**config.mk**
```make
export PLATFORM = sky130hd
export DESIGN_NAME = burst_col_gen
export DESIGN_NICKNAME = d
export VERILOG_FILES = /design/src/rtl/burst_pkg.sv /design/src/rtl/bl_decode.sv /design/src/rtl/beat_ctr.sv /design/src/rtl/col_order.sv /design/src/rtl/burst_col_gen.sv
export SDC_FILE = /design/constraint.sdc
export NUM_CORES = 1
export LEC_CHECK = 0
export ABC_AREA = 1
export BUFFER_PORTS_ARGS = -buffer_cell sky130_fd_sc_hd__clkbuf_2
export CELL_PAD_IN_SITES_DETAIL_PLACEMENT = 0
export CELL_PAD_IN_SITES_GLOBAL_PLACEMENT = 1
export CORE_MARGIN = 2
export CORE_UTILIZATION = 30
export CTS_BUF_LIST = sky130_fd_sc_hd__clkbuf_8
export DETAILED_ROUTE_END_ITERATION = 10
export GPL_ROUTABILITY_DRIVEN = 1
export HOLD_SLACK_MARGIN = 0.02
export PLACE_DENSITY_LB_ADDON = 0.1
export SYNTH_ARGS = -nofsm -noshare
export SYNTH_HDL_FRONTEND = slang
export SYNTH_SLANG_ARGS = --single-unit
```
**constraint.sdc**
```tcl
create_clock -name clk -period 6.15 [get_ports clk]
set_input_delay 0.3075 -clock clk [delete_from_list [all_inputs] [get_ports clk]]
set_output_delay 0.3075 -clock clk [all_outputs]
set_load 0.1 [all_outputs]
```
**src/rtl/burst_pkg.sv**
```systemverilog
package burst_pkg;
  localparam int OFF_W = 3;  // offset width for the longest burst (8)
  typedef enum logic { ORD_SEQ = 1'b0, ORD_XOR = 1'b1 } ord_e;
endpackage

```
**src/rtl/bl_decode.sv**
```systemverilog
module bl_decode
  import burst_pkg::*;
(
  input  logic [2:0]       code,
  output logic [OFF_W-1:0] mask,
  output logic             ok
);
  always_comb begin
    ok   = 1'b1;
    mask = '0;
    unique case (code)
      3'b001:  mask = 3'b001;
      3'b010:  mask = 3'b011;
      3'b011:  mask = 3'b111;
      default: ok = 1'b0;
    endcase
  end
endmodule

```
**src/rtl/beat_ctr.sv**
```systemverilog
module beat_ctr
  import burst_pkg::*;
(
  input  logic             clk,
  input  logic             rst,
  input  logic             load,
  input  logic [OFF_W-1:0] load_mask,
  output logic             run_d,
  output logic [OFF_W-1:0] k_d,
  output logic [OFF_W-1:0] mask_d
);
  logic             run_q;
  logic [OFF_W-1:0] k_q, mask_q;

  always_comb begin
    run_d  = run_q;
    k_d    = k_q;
    mask_d = mask_q;
    if (load) begin
      run_d  = 1'b1;
      k_d    = '0;
      mask_d = load_mask;
    end else if (run_q) begin
      if (k_q == mask_q) run_d = 1'b0;
      else               k_d   = k_q + 1'b1;
    end
  end

  always_ff @(posedge clk) begin
    if (rst) begin
      run_q  <= 1'b0;
      k_q    <= '0;
      mask_q <= '0;
    end else begin
      run_q  <= run_d;
      k_q    <= k_d;
      mask_q <= mask_d;
    end
  end
endmodule

```
**src/rtl/col_order.sv**
```systemverilog
module col_order
  import burst_pkg::*;
#(
  parameter int COL_W = 10
) (
  input  logic [COL_W-1:0] base,
  input  logic [OFF_W-1:0] k,
  input  logic [OFF_W-1:0] mask,
  input  ord_e             ord,
  output logic [COL_W-1:0] col
);
  localparam int HI_W = COL_W - OFF_W;

  logic [OFF_W-1:0] s, raw, off;
  assign s   = base[OFF_W-1:0];
  assign raw = (ord == ORD_XOR) ? (s ^ k) : (s + k);

  // bits inside the block take the walked offset, bits above it keep the start
  for (genvar b = 0; b < OFF_W; b++) begin : g_bit
    assign off[b] = mask[b] ? raw[b] : s[b];
  end

  if (HI_W > 0) begin : g_hi
    assign col = {base[COL_W-1:OFF_W], off};
  end else begin : g_nohi
    assign col = off[COL_W-1:0];
  end
endmodule

```
**src/rtl/burst_col_gen.sv**
```systemverilog
module burst_col_gen
  import burst_pkg::*;
#(
  parameter int COL_W = 10
) (
  input  logic             clk,
  input  logic             rst,
  input  logic             start,
  input  logic [COL_W-1:0] start_col,
  input  logic [2:0]       bl_code,
  input  logic             bt_il,
  output logic             beat_valid,
  output logic [COL_W-1:0] beat_col,
  output logic             beat_last,
  output logic             code_err
);
  logic [OFF_W-1:0] dec_mask, k_d, mask_d;
  logic             dec_ok, load, run_d;
  logic [COL_W-1:0] base_q, base_d, col_d;
  ord_e             ord_q, ord_d;

  bl_decode u_dec (.code(bl_code), .mask(dec_mask), .ok(dec_ok));

  assign load = start && dec_ok;

  beat_ctr u_ctr (
    .clk(clk), .rst(rst), .load(load), .load_mask(dec_mask),
    .run_d(run_d), .k_d(k_d), .mask_d(mask_d)
  );

  assign base_d = load ? start_col : base_q;
  assign ord_d  = load ? ord_e'(bt_il) : ord_q;

  col_order #(.COL_W(COL_W)) u_ord (
    .base(base_d), .k(k_d), .mask(mask_d), .ord(ord_d), .col(col_d)
  );

  always_ff @(posedge clk) begin
    if (rst) begin
      base_q     <= '0;
      ord_q      <= ORD_SEQ;
      beat_valid <= 1'b0;
      beat_col   <= '0;
      beat_last  <= 1'b0;
      code_err   <= 1'b0;
    end else begin
      base_q     <= base_d;
      ord_q      <= ord_d;
      beat_valid <= run_d;
      beat_col   <= col_d;
      beat_last  <= run_d && (k_d == mask_d);
      code_err   <= start && !dec_ok;
    end
  end
endmodule

```
==> summary by stage <==
Synthesis
The synthesis-stage register bit count is 23. The number of different library cells used by synthesis comes to 28. Counting instances in the post-synthesis netlist gives the leading cell types as 37 x nand2_1, 27 x nor2_1, 23 x dfxtp_1, 20 x inv_1, 12 x nand3_1. The number of instances in the synthesized netlist is 168. In the synthesized netlist the dominant register cell turns out to be dfxtp_1. In the post-synthesis netlist, the cell with the most instances is nand2_1. The synthesized design contains 0 enable-type register cells. Yosys printed 0 warnings.

Of the post-synthesis cell area, the dominant cell type holds 0.3778. The average instance in the mapped netlist occupies 7.254 µm². After synthesis, the cell types taking the most area are dfxtp_1 38%, nand2_1 11%, nor2_1 8.3%. The sequential area share after synthesis is 0.3778. The number of nets produced by synthesis is 189. The cell area after synthesis is 0.001219 mm². The largest area contributor in the synthesized netlist is dfxtp_1. For this run, asynchronously set or reset flops after synthesis account for 0.

Drt
Once detail routing completed, the nets flagged for antenna violations numbered 0. The highest layer touched by signal routing is met4. In the routed design, unresolved DRC markers number 0. In the detailed route, the total length drawn on met2 is 1155 µm. The met1 wire length is 1229 µm. The amount of wire on met3 after detailed routing is 64 µm. The overall routed net length is 2486 µm. Using the TritonRoute via totals, the vias-per-cell ratio works out to 4.296. The total number of vias is 1031. After the first detailed-routing iteration, the DRC count stood at 38.

The average wire per cell in the routed design is 10.36 µm. The first detailed-routing pass ran for 4 iterations.

Outcome
The run finished with clean final reports.

Timing
Setup repair after global routing left no endpoint under its margin. The total count of hold-check failures in the final report is 0. The portion of the clock cycle consumed by the worst path in the final layout is 0.3614. Static timing analysis puts the maximum clock frequency at 0.4499 GHz. The worst-case setup margin in the final layout is 3.927 ns.

The minimum clock period after layout is 2.223 ns. The clock arrives with 0.003017 ns of skew. The transition time of the tightest slew-check pin is 0.5424 ns. The setup-violating endpoint count in the final report is 0.

The max-slew violation count is 0. Adding up every negative setup slack in the final design gives 0 ns. The worst pin sits at a relative slew slack of 0.6400.

Power
In this run the power density over the cells is 260.6 mW/mm². The part of the power in combinational logic is 0.278. IR analysis of the VDD net gives a maximum drop of 103.5 µV.

The total internal power is 226.4 µW. The part of the power in the clock network is 0.271. The power share of the sequential group is 0.451. In this run the power spent charging and discharging nets is 135.2 µW. Of the total power, the share spent switching nets is 0.3739. In this run the static leakage power is 0.7312 nW. The total chip power is 361.6 µW.

Worst setup path
The buffer and inverter count on the worst path is 5. The largest single stage delay on the critical path is 0.41 ns. The cell at the slowest stage of the critical path is dfxtp_1.

Walking the worst path, the cells encountered are inv_1 > nand2_1 > nand2_1 > nand3_2 > nand2_1 > nand2_1 > nand3_1 > inv_1 > ha_1 > inv_1 > fa_1 > inv_1 > nand3_1 > nand2_1 > nand2_1 > nand2_1 > nand3_1 > nand2_1 > inv_1. The worst-path maximum fanout is 6. The family with the most delay on the worst path is simple AND/OR/NAND/NOR gates. The worst setup path is captured at a flip-flop. Counting buffers and inverters, the worst setup path is 19 cells deep. The critical path is of the flip-flop to flip-flop type.

For the worst setup path, the data required time is 6.33 ns. The most frequent cell on the critical path is nand2_1. Data on the critical path arrives at its endpoint at 2.40 ns.

The sort of element at the start of the critical path is a flip-flop. Measured in cells, the most critical reg-to-reg path has a length of 19.

Floorplan
The die width is 67.74 µm. The initialized floorplan defines 23 standard-cell rows. After floorplanning, the core was sized to cover 0.003943 mm². The initial standard-cell utilization of the core is 0.3091.

The die area is 0.004588 mm². Pin placement for this block handled 30 I/O pins. The die extent in y is 67.74 µm.

Final layout
The final instance area is 0.001388 mm². The relative area change from synthesis to final layout is 13.86%. The net count of the finished layout is 212. Counting the fill cells in the layout gives 441.

The number of antenna diodes in the final layout is 0. Of the cells placed in the final design, the portion with a size suffix greater than 1 is 0.2526.

Worst hold path
The number of instances on the worst hold path is 3. The tightest min-delay check is of the input pin to flip-flop type.

Clock network
The number of hold-repair buffers added at the cts stage is 0. After clock tree synthesis, the repair step resized 0 gates. The number of setup buffers added after CTS is 0.

The number of clock sinks is 23. After clock tree synthesis, the clock-pin slew on the worst setup and hold paths is 0.09 ns. TritonCTS built the clock tree. In this run the number of H-tree levels came out at 1. The worst-skew pair later-pin latency is 0.27 ns. The maximum clock path buffer count is 2. The clock tree root driver cell is clkbuf_8.

Counting the buffers created by CTS gives 3.

Global route
The largest net degree at the start of global routing is 24. The number of antenna violations at the first check in global routing is 0. The via count of the first global-routing pass is 912. The first global-routing pass estimated 4050 µm of wire. Across every metal layer, demand over resource in global routing totals 0.1224. Summed over all layers, the global routing overflow is 0.

Place
In this run the tool buffered the top-level ports with 29 buffer cells. The area of placed instances is 0.001339 mm². Before CTS, the worst setup slack after placement is 3.856 ns. Detailed placement finished with a half-perimeter wire length of 1948 µm. The weighted congestion at the end of routability-driven global placement is 0.7651.

Run
The count of maximum capacitance violations is 0.
-- cell families (layout without fill, tap and decap cells) --
group	after synthesis	count (layout)	share of synthesized area
and+or+nand+nor	88	88	0.3275
adders and majority gates	4	4	0.04723
buffers and inverters	35	57	0.1478
AOI/OAI and AO/OA	17	17	0.09240
DFF	23	23	0.3778
xor gates and xnor gates	1	1	0.007188
-- flip-flops by register name, indices dropped and copies added (netlist names) --
name          cells
u_ctr.k_q         3
u_ctr.run_q       1
u_ctr.mask_q      3
beat_col         10
base_q            3
code_err          1
ord_q             1
beat_last         1
-- routing by layer --
| metal | vias to the layer above | global-route usage |
|---|---|---|
| met5 | - | 0 |
| met4 | 0 | 0.06122 |
| met3 | 4 | 0.02000 |
| met2 | 13 | 0.1912 |
| met1 | 455 | 0.1621 |
| li1 | 559 | - |
-- power by group through the flow --
stage               sequential, mW  clock [mW]  combinational (mW)
floorplan                    0.186           0              0.0682
global placement             0.167           0               0.101
detailed placement           0.167           0               0.101
CTS                          0.163       0.103               0.101
global route                 0.165       0.111               0.109
finish                       0.163      0.0981               0.100
-- worst min-delay path, stage by stage --
cell and delay, ns:
clkbuf_2 0.07, o21ai_0 0.07, nor2_1 0.08
-- metrics by stage --
step	hold slack, ns	util	cells
floorplan	0.3808	-	168
global placement	0.4641	0.3396	236
detailed placement	0.4742	0.3396	236
CTS	0.2829	0.3520	240
global route	0.2912	0.3520	240
finish	0.2905	0.3520	240
-- cells in the final DEF, fill, tap and decap left out --
master / netlist / final
inv_4: 1 / 1
o21ai_0: 9 / 9
o211ai_1: 1 / 1
clkbuf_8: 0 / 3
clkbuf_2: 0 / 29
inv_1: 20 / 20
inv_2: 3 / 3
nand3b_1: 2 / 2
ha_1: 3 / 3
nand3_1: 12 / 12
nor2_1: 27 / 27
fa_1: 1 / 1
a21oi_2: 1 / 1
nand4_1: 2 / 2
xnor2_1: 1 / 1
nor3_1: 1 / 1
clkinvlp_4: 0 / 1
a21boi_4: 1 / 1
a21oi_1: 2 / 2
nand2_1: 37 / 37
o21ai_1: 1 / 1
nor2_2: 2 / 2
o21ai_2: 2 / 2
nand3_2: 2 / 2
dfxtp_1: 23 / 23
nand2_4: 3 / 3
-- path summary, 6_finish.rpt --
check	startpoint	end	slack (ns)
worst max-delay path	u_ctr.mask_q[0]$_SDFF_PP0_	beat_col[2]$_SDFF_PP0_	3.93
worst max register to register	u_ctr.mask_q[0]$_SDFF_PP0_	beat_col[2]$_SDFF_PP0_	3.93
worst min register to register	beat_col[8]$_SDFFE_PP0N_	beat_col[8]$_SDFFE_PP0N_	0.49
worst min-delay path	start_col[8]	beat_col[8]$_SDFFE_PP0N_	0.29
-- layout make-up --
| type | count | area, µm² | share of cell area |
|---|---|---|---|
| Sequential cell | 23 | 460.4 | 0.3318 |
| Clock buffer | 3 | 41.29 | 0.02976 |
| Tap cell | 50 | 62.56 | 0.04509 |
| Multi-Input combinational cell | 110 | 578.1 | 0.4166 |
| Clock inverter | 1 | 7.507 | 0.005410 |
| Timing Repair Buffer | 29 | 145.1 | 0.1046 |
| Inverter | 24 | 92.59 | 0.06673 |
(Power assumes the default switching activity.)
